[config.mk]
export PLATFORM = sky130hd
export DESIGN_NAME = irq_status_unit
export DESIGN_NICKNAME = d
export VERILOG_FILES = /design/src/rtl/irq_status_pkg.sv /design/src/rtl/irq_sticky_status.sv /design/src/rtl/irq_key_pulse.sv /design/src/rtl/irq_status_unit.sv
export SDC_FILE = /design/constraint.sdc
export NUM_CORES = 1
export LEC_CHECK = 0
export BUFFER_PORTS_ARGS = -buffer_cell sky130_fd_sc_hd__buf_2
export CORE_MARGIN = 2
export CORE_UTILIZATION = 42
export DETAILED_ROUTE_END_ITERATION = 12
export GPL_TIMING_DRIVEN = 0
export PLACE_DENSITY = 0.84
export SLEW_MARGIN = 20
export SYNTH_ARGS = -nofsm -noshare
export SYNTH_HDL_FRONTEND = slang
export SYNTH_SLANG_ARGS = --single-unit
[constraint.sdc]
create_clock -name clk_i -period 1.85 [get_ports clk_i]
set_clock_uncertainty 0.15 [all_clocks]
set_input_delay 0.37 -clock clk_i [delete_from_list [all_inputs] [get_ports clk_i]]
set_output_delay 0.37 -clock clk_i [all_outputs]
set_load 0.05 [all_outputs]
[src/rtl/irq_status_pkg.sv]
package irq_status_pkg;
  localparam int unsigned OFF_GIE  = 'h1c;
  localparam int unsigned OFF_ISR  = 'h20;
  localparam int unsigned OFF_IER  = 'h28;
  localparam int unsigned OFF_SRST = 'h40;
  localparam int unsigned GIE_BIT  = 31;
  localparam int unsigned REG_W    = 32;

  typedef enum logic [2:0] {
    SEL_NONE, SEL_GIE, SEL_ISR, SEL_IER, SEL_SRST
  } reg_sel_e;
endpackage

[src/rtl/irq_sticky_status.sv]
module irq_sticky_status #(
  parameter int unsigned NUM_SRC = 6
) (
  input  logic               clk_i,
  input  logic               rst_ni,
  input  logic [NUM_SRC-1:0] set_i,
  input  logic [NUM_SRC-1:0] clr_i,
  input  logic               hold_zero_i,
  output logic [NUM_SRC-1:0] status_o
);
  for (genvar g = 0; g < NUM_SRC; g++) begin : g_bit
    always_ff @(posedge clk_i or negedge rst_ni) begin
      if (!rst_ni)          status_o[g] <= 1'b0;
      else if (hold_zero_i) status_o[g] <= 1'b0;
      else if (set_i[g])    status_o[g] <= 1'b1;  // set beats clear
      else if (clr_i[g])    status_o[g] <= 1'b0;
    end
  end
endmodule

[src/rtl/irq_key_pulse.sv]
module irq_key_pulse #(
  parameter int unsigned    DATA_W = 32,
  parameter logic [DATA_W-1:0] KEY = 'h0a,
  parameter int unsigned    CYCLES = 4
) (
  input  logic              clk_i,
  input  logic              rst_ni,
  input  logic              wr_i,
  input  logic [DATA_W-1:0] wdata_i,
  output logic              pulse_o
);
  localparam int unsigned CNT_W = $clog2(CYCLES + 1);

  logic [CNT_W-1:0] cnt_q;
  logic             key_hit;

  assign key_hit = wr_i && (wdata_i == KEY);

  always_ff @(posedge clk_i or negedge rst_ni) begin
    if (!rst_ni)            cnt_q <= '0;
    else if (key_hit)       cnt_q <= CNT_W'(CYCLES);
    else if (cnt_q != '0)   cnt_q <= cnt_q - 1'b1;
  end

  assign pulse_o = (cnt_q != '0);
endmodule

[src/rtl/irq_status_unit.sv]
module irq_status_unit
  import irq_status_pkg::*;
#(
  parameter int unsigned NUM_SRC    = 6,
  parameter int unsigned ADDR_W     = 8,
  parameter int unsigned RST_CYCLES = 4,
  parameter logic [31:0] RST_KEY    = 32'h0000_000a
) (
  input  logic               clk_i,
  input  logic               rst_ni,
  input  logic               we_i,
  input  logic [ADDR_W-1:0]  addr_i,
  input  logic [31:0]        wdata_i,
  output logic [31:0]        rdata_o,
  input  logic [NUM_SRC-1:0] evt_i,
  output logic               irq_o,
  output logic               soft_rst_o
);
  localparam int unsigned PAD_W = REG_W - NUM_SRC;

  reg_sel_e           sel;
  logic [NUM_SRC-1:0] status_q;
  logic [NUM_SRC-1:0] ier_q;
  logic               gie_q;
  logic [NUM_SRC-1:0] clr_mask;

  always_comb begin
    if      (addr_i == ADDR_W'(OFF_GIE))  sel = SEL_GIE;
    else if (addr_i == ADDR_W'(OFF_ISR))  sel = SEL_ISR;
    else if (addr_i == ADDR_W'(OFF_IER))  sel = SEL_IER;
    else if (addr_i == ADDR_W'(OFF_SRST)) sel = SEL_SRST;
    else                                  sel = SEL_NONE;
  end

  assign clr_mask = (we_i && sel == SEL_ISR) ? wdata_i[NUM_SRC-1:0] : '0;

  irq_sticky_status #(.NUM_SRC(NUM_SRC)) i_status (
    .clk_i       (clk_i),
    .rst_ni      (rst_ni),
    .set_i       (evt_i),
    .clr_i       (clr_mask),
    .hold_zero_i (soft_rst_o),
    .status_o    (status_q)
  );

  irq_key_pulse #(.DATA_W(REG_W), .KEY(RST_KEY), .CYCLES(RST_CYCLES)) i_pulse (
    .clk_i   (clk_i),
    .rst_ni  (rst_ni),
    .wr_i    (we_i && sel == SEL_SRST),
    .wdata_i (wdata_i),
    .pulse_o (soft_rst_o)
  );

  always_ff @(posedge clk_i or negedge rst_ni) begin
    if (!rst_ni)                      ier_q <= '0;
    else if (soft_rst_o)              ier_q <= '0;
    else if (we_i && sel == SEL_IER)  ier_q <= wdata_i[NUM_SRC-1:0];
  end

  always_ff @(posedge clk_i or negedge rst_ni) begin
    if (!rst_ni)                      gie_q <= 1'b0;
    else if (we_i && sel == SEL_GIE)  gie_q <= wdata_i[GIE_BIT];
  end

  always_comb begin
    unique case (sel)
      SEL_GIE: rdata_o = {gie_q, 31'b0};
      SEL_ISR: rdata_o = {{PAD_W{1'b0}}, status_q};
      SEL_IER: rdata_o = {{PAD_W{1'b0}}, ier_q};
      default: rdata_o = '0;
    endcase
  end

  assign irq_o = gie_q & (|(status_q & ier_q));
endmodule

# Word level (Yosys, flattened, before mapping)
# Cells that the tools add are included.
# totals
regBits	16
wordCells	64
in_bits	49
out_inout_bits	34
# classes
bitwise	2
n_addsub	1
muxes	28
eq_ne	9
n_reduce_logical	15
# ops
operator	n
case mux 32 bit (3 select lines)	1
equality test 32 x 4 -> 1 bit (second input constant)	1
nonzero test 3 bit	7
two-way mux 1 bit	18
two-way mux 3 bit	6
two-way mux 6 bit	3
equality test 8 x 6 -> 1 bit (second input constant)	2
equality test 8 x 5 -> 1 bit (second input constant)	1
equality test 8 x 7 -> 1 bit (second input constant)	1
bitwise AND 6 bit	1
equality test 3 x 2 -> 1 bit (second input constant)	2
OR reduction 6 bit	1
logical AND 1 bit	5
nonzero test 2 bit	2
equality test 3 x 1 -> 1 bit (second input constant)	1
equality test 3 bit (second input constant)	1
subtractor 3 x 1 -> 3 bit (second input constant)	1
bitwise AND 1 bit	1

# Logic depth before layout (Yosys ltp)
# Gate-level depths: netlist (run 1).
# logic_depth
depth_word	11
mapped_depth	6

# By module
# From an unflattened synthesis (run 1), not the netlist that was laid out.
# hier_totals
hier_cells	142
area_unflattened_um2	1343.8
# by_module_without_submodules
mod	cells_each	seq_area_each_um2	n_inst	area_per_inst_um2
irq_status_unit	90	175.2	1	797.0
irq_sticky_status	24	150.1	1	285.3
irq_key_pulse	28	75.1	1	261.5

# Worst setup path after synthesis (run 1)
# Ideal clock, no wire load.
# synth_timing
path_type	input to output
startpoint	input port addr_i[6]
endpoint	output port rdata_o[0]
path_slack_ns	-0.428
t_arrival_ns	1.758
cell_stages	3
n_path_buf	0
path_cell_list	nor4b_2 > nand2_1 > nor2_1
# synth_via
elab_chain_cells	7
word_cells_on_any_way	12
cone_classes	eq/ne (7); mux (5)
# synth_rtl
element	line	rtl
from (decl)	irq_status_unit.sv:12	input logic [ADDR_W-1:0] addr_i,
equality test 8 x 7 -> 1 bit	irq_status_unit.sv:31	else if (addr_i == ADDR_W'(OFF_SRST)) sel = SEL_SRST;
two-way mux 3 bit	irq_status_unit.sv:31	
two-way mux 3 bit	irq_status_unit.sv:30	else if (addr_i == ADDR_W'(OFF_IER)) sel = SEL_IER;
two-way mux 3 bit	irq_status_unit.sv:29	else if (addr_i == ADDR_W'(OFF_ISR)) sel = SEL_ISR;
two-way mux 3 bit *	irq_status_unit.sv:28	if (addr_i == ADDR_W'(OFF_GIE)) sel = SEL_GIE;
equality test 3 x 2 -> 1 bit / equality test 3 x 1 -> 1 bit (equally long branches)	irq_status_unit.sv:66	unique case (sel)
case mux 32 bit (3 select lines) *	irq_status_unit.sv:66	
to (decl)	irq_status_unit.sv:14	output logic [31:0] rdata_o,
# Every way passes the cells marked *; elsewhere a longest branch is shown, timed or not.

# Worst setup path in the final report (run 1)
# layout_timing
startpoint	input port addr_i[2]
endpoint	output port rdata_o[0]
# The elaborated chain is that of the path after synthesis.

==> flow_metrics.env, run 1 <==
export IMPL_cts_root_buffer="clkbuf_4"
export IMPL_insertion_delay_ns=0.28
export IMPL_antenna_found_initial=0
export IMPL_finalHoldViolations=0
export IMPL_clk_pin_slew_ns=0.10
export IMPL_drc=2
export IMPL_worstPathArrival_ns=1.32
export IMPL_criticalPathCategory="in2out"
export IMPL_grtUsageTotal=0.2122
export IMPL_rows=19
export IMPL_n_antenna_cell=0
export IMPL_cts_tree="yes"
export IMPL_yosys_area_top_type="dfrtp_1"
export IMPL_layout_common_cells="45 x buf_2, 32 x buf_4, 25 x conb_1"
export IMPL_violations="design-rule violations"
export IMPL_max_freq_mhz=544.4
export IMPL_worstRegToRegCells=5
export IMPL_synth_ff_latch_count=16
export IMPL_port_buffers=56
export IMPL_seq_area_frac_synth=0.3159
export IMPL_dr_pass1_iters=8
export IMPL_whs_ns=0.1511
export IMPL_core_area_mm2=0.002805
export IMPL_wl_per_cell_um=13.45
export IMPL_grt_pass1_vias=1277
export IMPL_startpoint_type="primary input"
export IMPL_clock_path_buffers=2
export IMPL_routed_wirelength_mm=3.564
export IMPL_period_share=0.9930
export IMPL_leakage_uw=0.0009660
export IMPL_setup_viol=0
export IMPL_drv_cap=0
export IMPL_place_area_mm2=0.001744
export IMPL_worst_ir_drop_vdd_uv=232.4
export IMPL_vias=1373
export IMPL_grt_ovfl_total=0
export IMPL_endpoint_kind="primary output"
export IMPL_final_common_cell="buf_2"
export IMPL_die_width_um=58.94
export IMPL_synthFlopType="dfrtp_1"
export IMPL_drv_slew=0
export IMPL_synthCells=144
export IMPL_place_detailed_hpwl_mm=2.656
export IMPL_grt_pass1_wl_mm=5.685
export IMPL_nNetsFinal=286
export IMPL_syn_area_mm2=0.001267
export IMPL_rsz0062_at_grt="true"
export IMPL_status="complete, but fails checks"
export IMPL_yosysWarnings=0
export IMPL_numCtsBuffers=3
export IMPL_htreeDepth=1
export IMPL_design_area_mm2=0.001961
export IMPL_finish_utilization=0.6989
export IMPL_synth_top_cell_area_share=0.3159
export IMPL_grt_max_degree=17
export IMPL_hold_path_depth=3
export IMPL_synth_edff_count=0
export IMPL_yosys_top_cells_area="dfrtp_1 32%, buf_4 15%, o31ai_1 7.7%"
export IMPL_yosysUniqueCellTypes=33
export IMPL_area_growth_syn_to_layout_pct=54.69
export IMPL_drt_iter0_drc=40
export IMPL_ant_nets=0
export IMPL_powerDensity_mw_per_mm2=465.9
export IMPL_drive_gt1_frac=0.4786
export IMPL_ios=83
export IMPL_cts_sinks=16
export IMPL_fin_crit_ns=1.837
export IMPL_async_flop_share=1.000
export IMPL_hold_path_class="in2reg"
export IMPL_worst_path_max_fanout=6
export IMPL_vias_per_cell=5.181
export IMPL_syn_avg_cell_area_um2=8.802
export IMPL_die_h_um=58.94
export IMPL_dieArea_mm2=0.003473
export IMPL_dp_worst_setup_slack_ns=-0.2998
export IMPL_num_fill_cells=221
export IMPL_start_util=0.4518
export IMPL_setup_ws_ns=0.01300
export IMPL_cp_required_ns=1.33
export IMPL_gp_congestion=0.8248
## state kept, by name (all words and copies together), names as in the netlist
register           cells
gie_q                  1
i_pulse.cnt_q          3
i_status.status_o      6
ier_q                  6
## layer usage
layer  up-vias  wire length (um)  GRT usage
li1        660                 -          -
met2        79              1837     0.3619
met3        12               294    0.01978
met5         -                 0          0
met4         0                85    0.08766
met1       622              1347     0.2746
## final cells by class
class / instances / area (um^2) / share of cell area
inverter: 9 / 33.78 / 0.01723
sequential: 16 / 400.4 / 0.2042
clock buffer: 4 / 36.28 / 0.01851
tap: 31 / 38.79 / 0.01978
timing repair buffer: 64 / 415.4 / 0.2119
buffer: 30 / 217.7 / 0.1110
multi-input combinational: 111 / 818.3 / 0.4174
## synth_stat cells, drive strengths merged, types with 2 or more instances
cell type   n
a21oi      12
a22oi       3
buf        27
clkbuf      5
dfrtp      16
ha          2
inv         9
mux2i       8
nand2       2
nand3b      6
nand4       8
nor2        7
nor3        2
nor4        7
nor4b       2
o31a        2
o31ai      13
## final timing paths
path	slack [ns]	endpoint	from
min	0.15	i_status.status_o[3]$_DFFE_PN0P_	evt_i[3]
max reg2reg	0.51	i_pulse.cnt_q[0]$_DFFE_PN0P_	i_pulse.cnt_q[0]$_DFFE_PN0P_
max	0.01	rdata_o[0]	addr_i[2]
min in group asynchronous	0.39	i_pulse.cnt_q[0]$_DFFE_PN0P_	rst_ni
min reg2reg	0.40	i_pulse.cnt_q[2]$_DFFE_PN0P_	i_pulse.cnt_q[2]$_DFFE_PN0P_
max in group asynchronous	0.89	i_status.status_o[1]$_DFFE_PN0P_	rst_ni
## worst max-delay path: stages
cell     delay (ns)
buf_8          0.10
nor4b_4        0.37
nand2_4        0.19
nor2_4         0.13
buf_8          0.15
## report_power, final
group | internal [uW] | switching [uW] | leakage, uW
logic | 114 | 202 | 0.000754
registers | 356 | 6.14 | 0.000191
clock network | 120 | 115 | 0.0000210
## stage by stage
step	std cells	power, uW	setup TNS (ns)
2_1_floorplan	168	581.2	0
3_3_place_gp	255	658.6	-1.813
3_5_place_dp	255	661.6	-2.042
4_1_cts	261	901.4	-0.03940
5_1_grt	265	951.2	-0.1433
6_report	265	913.4	0
## cells by family after synthesis
kind of cell,share of synthesized area
AO/OA/AOI/OAI,0.1609
flip-flops,0.3159
XOR/XNOR,0.006911
AND/OR/NAND/NOR,0.2201
buffers and inverters,0.2014
adder cells (fa/ha/maj),0.01974
multiplexers,0.07207
other,0.002959
## timing repair
action	CTS	global route
endpoints found under the hold margin	16	0
setup endpoints to repair	8	9
hold buffers	1	0
buffers inserted	2	5
pin swaps	3	1
resized for setup	31	7
cloned	0	0
(Power assumes the default switching activity.)
==> run 2, diff against run 1 <==
Settings changed: ABC_AREA from default to 1, CORE_UTILIZATION 42 to 43.
==> run 2 against run 1 <==
Against the previous run: the run ends with negative setup slack left; synthesized area up 7.4%; critical path depth grew 2; core utilization down 1.3 points; register-to-register slack got worse by 0.35 ns; sequential share of layout area down 1.2 points; via count increased by 13%; setup slack worse by 0.056 ns; clock-buffer cell count unchanged; sequential power is 40% higher; clock power up 3%; wire length grew 2.3%; non-clock buffer count increased by 5; critical path type unchanged; highest routed layer unchanged.
==> flow_metrics.env, run 2 <==
export IMPL_clock_path_buffers=2
export IMPL_largestRegisters="i_status.status_o (6), ier_q (6), i_pulse.cnt_q (3)"
export IMPL_setup_viol=4
export IMPL_syn_avg_cell_area_um2=6.773
export IMPL_yosysUniqueCellTypes=27
export IMPL_seq_area_frac_synth=0.2941
export IMPL_period_share=1.023
export IMPL_die_width_um=60.27
export IMPL_area_growth_syn_to_layout_pct=52.67
export IMPL_wl_per_cell_um=10.60
export IMPL_port_buffers=57
export IMPL_synthFlopType="dfrtp_1"
export IMPL_seq_power_share=0.241
export IMPL_finish_utilization=0.6864
export IMPL_r2r_start="i_pulse.cnt_q[0]$_DFFE_PN0P_"
export IMPL_clk_pin_slew_ns=0.10
export IMPL_dieArea_mm2=0.003632
export IMPL_hold_path_class="in2reg"
export IMPL_num_fill_cells=256
export IMPL_grt_busiest_layer="met2"
export IMPL_cts_sinks=16
export IMPL_yosysWarnings=0
export IMPL_swShare=0.5044
export IMPL_grt_pass1_vias=1372
export IMPL_criticalPathCategory="in2out"
export IMPL_violations="negative setup slack"
export IMPL_min_from="evt_i[0]"
export IMPL_syn_area_mm2=0.001361
export IMPL_use_met3=0.03896
export IMPL_gp_congestion=0.7972
export IMPL_final_common_cell="buf_2"
export IMPL_drv_cap=0
export IMPL_status="complete, but fails checks"
export IMPL_cts_tree="yes"
export IMPL_synthCells=201
export IMPL_leakage_uw=0.001171
export IMPL_routed_wirelength_mm=3.647
export IMPL_intPower_uw=1043
export IMPL_n_antenna_cell=0
export IMPL_die_h_um=60.27
export IMPL_core_area_mm2=0.003028
export IMPL_grt_ovfl_total=0
export IMPL_start_util=0.4496
export IMPL_grt_pass1_wl_mm=5.464
export IMPL_drc=0
export IMPL_rows=20
export IMPL_htreeDepth=1
export IMPL_cts_root_buffer="clkbuf_4"
export IMPL_synth_top_cell_area_share=0.2941
export IMPL_setup_ws_ns=-0.04300
export IMPL_hold_path_depth=3
export IMPL_yosys_top_cells_area="dfrtp_1 29%, buf_4 14%, nand2_1 12%"
export IMPL_combPwrFrac=0.644
export IMPL_netSwitchingPower_uw=1061
export IMPL_worstRegToRegCells=7
export IMPL_ios=83
export IMPL_dr_pass1_iters=4
export IMPL_synth_ff_latch_count=16
export IMPL_finalHoldViolations=0
export IMPL_fin_crit_ns=1.893
export IMPL_clkPwrFrac=0.115
export IMPL_max_freq_mhz=528.3
export IMPL_met2_usage=0.3742
export IMPL_worst_path_max_fanout=4
export IMPL_place_detailed_hpwl_mm=2.721
export IMPL_synth_edff_count=0
export IMPL_drv_slew=0
export IMPL_powerDensity_mw_per_mm2=1012
export IMPL_rsz0062_at_grt="true"
export IMPL_drive_gt1_frac=0.4300
export IMPL_antenna_found_initial=0
export IMPL_ys_top_cells_by_count="43 x nand2_1, 34 x nor2_1, 25 x buf_4"
export IMPL_vias=1553
export IMPL_multi_input_area_um2=830.8
export IMPL_insertion_delay_ns=0.29
export IMPL_layout_common_cells="47 x buf_2, 41 x nand2_1, 38 x buf_4"
export IMPL_final_setup_tns_ns=-0.1574
export IMPL_worstPathArrival_ns=1.37
export IMPL_nNetsFinal=352
export IMPL_worst_ir_drop_vdd_uv=858.0
export IMPL_cp_required_ns=1.33
export IMPL_yosys_area_top_type="dfrtp_1"
export IMPL_grtUsageTotal=0.1983
export IMPL_dp_worst_setup_slack_ns=-0.1434
export IMPL_regArea_um2=400.4
export IMPL_grt_max_degree=17
export IMPL_r2r_setup_slack_ns=0.16
export IMPL_use_met1=0.2253
export IMPL_worstHoldEndpoint="i_status.status_o[0]$_DFFE_PN0P_"
export IMPL_ant_nets=0
export IMPL_async_flop_share=1.000
export IMPL_endpoint_kind="primary output"
export IMPL_startpoint_type="primary input"
export IMPL_r2r_end="ier_q[0]$_DFFE_PN0P_"
export IMPL_synth_most_common_cell="nand2_1"
export IMPL_numCtsBuffers=3
export IMPL_drt_iter0_drc=46
export IMPL_vias_per_cell=4.515
==> run 2: changes by cell type after synthesis, sizes merged, moves of 6 or more <==
cell and change:
a21oi -9, inv +16, mux2i -8, nand2 +43, nand3 +20, nand3b -6, nor2 +32, nor4 -7
o22ai +6, o31ai -13
==> run 2: worst max path at each step <==
| stage | startpoint | to | slack, ns | depth (start not counted) |
|---|---|---|---|---|
| 2_1_floorplan | addr_i[6] | rdata_o[0] | -0.27 | 5 |
| 3_3_place_gp | addr_i[1] | rdata_o[4] | -0.14 | 7 |
| 3_5_place_dp | addr_i[6] | rdata_o[3] | -0.14 | 7 |
| 4_1_cts | addr_i[6] | rdata_o[0] | -0.03 | 7 |
| 5_1_grt | addr_i[6] | rdata_o[0] | -0.1 | 7 |
| 6_report | addr_i[6] | rdata_o[0] | -0.04 | 7 |
==> run 2: area by class of cell <==
cell class                      instances  share of cell area
Buffer                                 28             0.09633
Clock buffer                            4             0.01746
Inverter                               25             0.04515
Multi-Input combinational cell        156              0.3998
Sequential cell                        16              0.1927
Tap cell                               44             0.02649
Timing Repair Buffer                   71              0.2222
==> run 2: timing repair <==
item | 4_1_cts | 5_1_grt
setup buffers | 6 | 7
resized for setup | 17 | 20
endpoints found under the hold margin | 16 | 0
hold buffers | 1 | 0
pin swaps | 3 | 8
setup endpoints to repair | 8 | 8
==> run 2: through the flow <==
stage / power (uW) / area (um^2) / cells / hold slack, ns
after CTS: 1982 / 1949 / 337 / 0.1319
after floorplan: 1431 / 1455 / 225 / -0.07559
after global placement: 1673 / 1795 / 326 / 0.1512
final: 2104 / 2078 / 344 / 0.1299
after global routing: 2256 / 2078 / 344 / 0.1277
after detailed placement: 1713 / 1795 / 326 / 0.1634
==> run 2: kinds of logic (layout without fill, tap and decap cells) <==
| kind of cell | after synthesis | count (layout) | share of synthesized area |
|---|---|---|---|
| compound gates | 14 | 14 | 0.06158 |
| flops | 16 | 16 | 0.2941 |
| simple gates | 114 | 114 | 0.4007 |
| buf+inv | 53 | 128 | 0.2160 |
| xor+xnor | 1 | 1 | 0.006435 |
| fa+ha+maj | 2 | 2 | 0.01838 |
| other cells | 1 | 25 | 0.002755 |
==> run 2: per-layer routing <==
| metal | vias up | routed length [um] |
|---|---|---|
| li1 | 789 | - |
| met1 | 686 | 1421 |
| met2 | 70 | 1887 |
| met3 | 8 | 287 |
| met4 | 0 | 51 |
| met5 | - | 0 |
==> run 2: critical path, cell delays in order <==
cell	delay, ns
buf_6	0.10
nor2_4	0.12
nand3_4	0.12
nor2_4	0.20
nand2_4	0.11
o22ai_2	0.17
buf_6	0.18
==> run 2: power by group through the flow <==
stage	sequential [uW]	combinational, uW	clock, uW
2_1_floorplan	496	935	0
3_3_place_gp	506	1170	0
3_5_place_dp	511	1200	0
4_1_cts	504	1240	241
5_1_grt	513	1490	258
6_report	508	1350	241
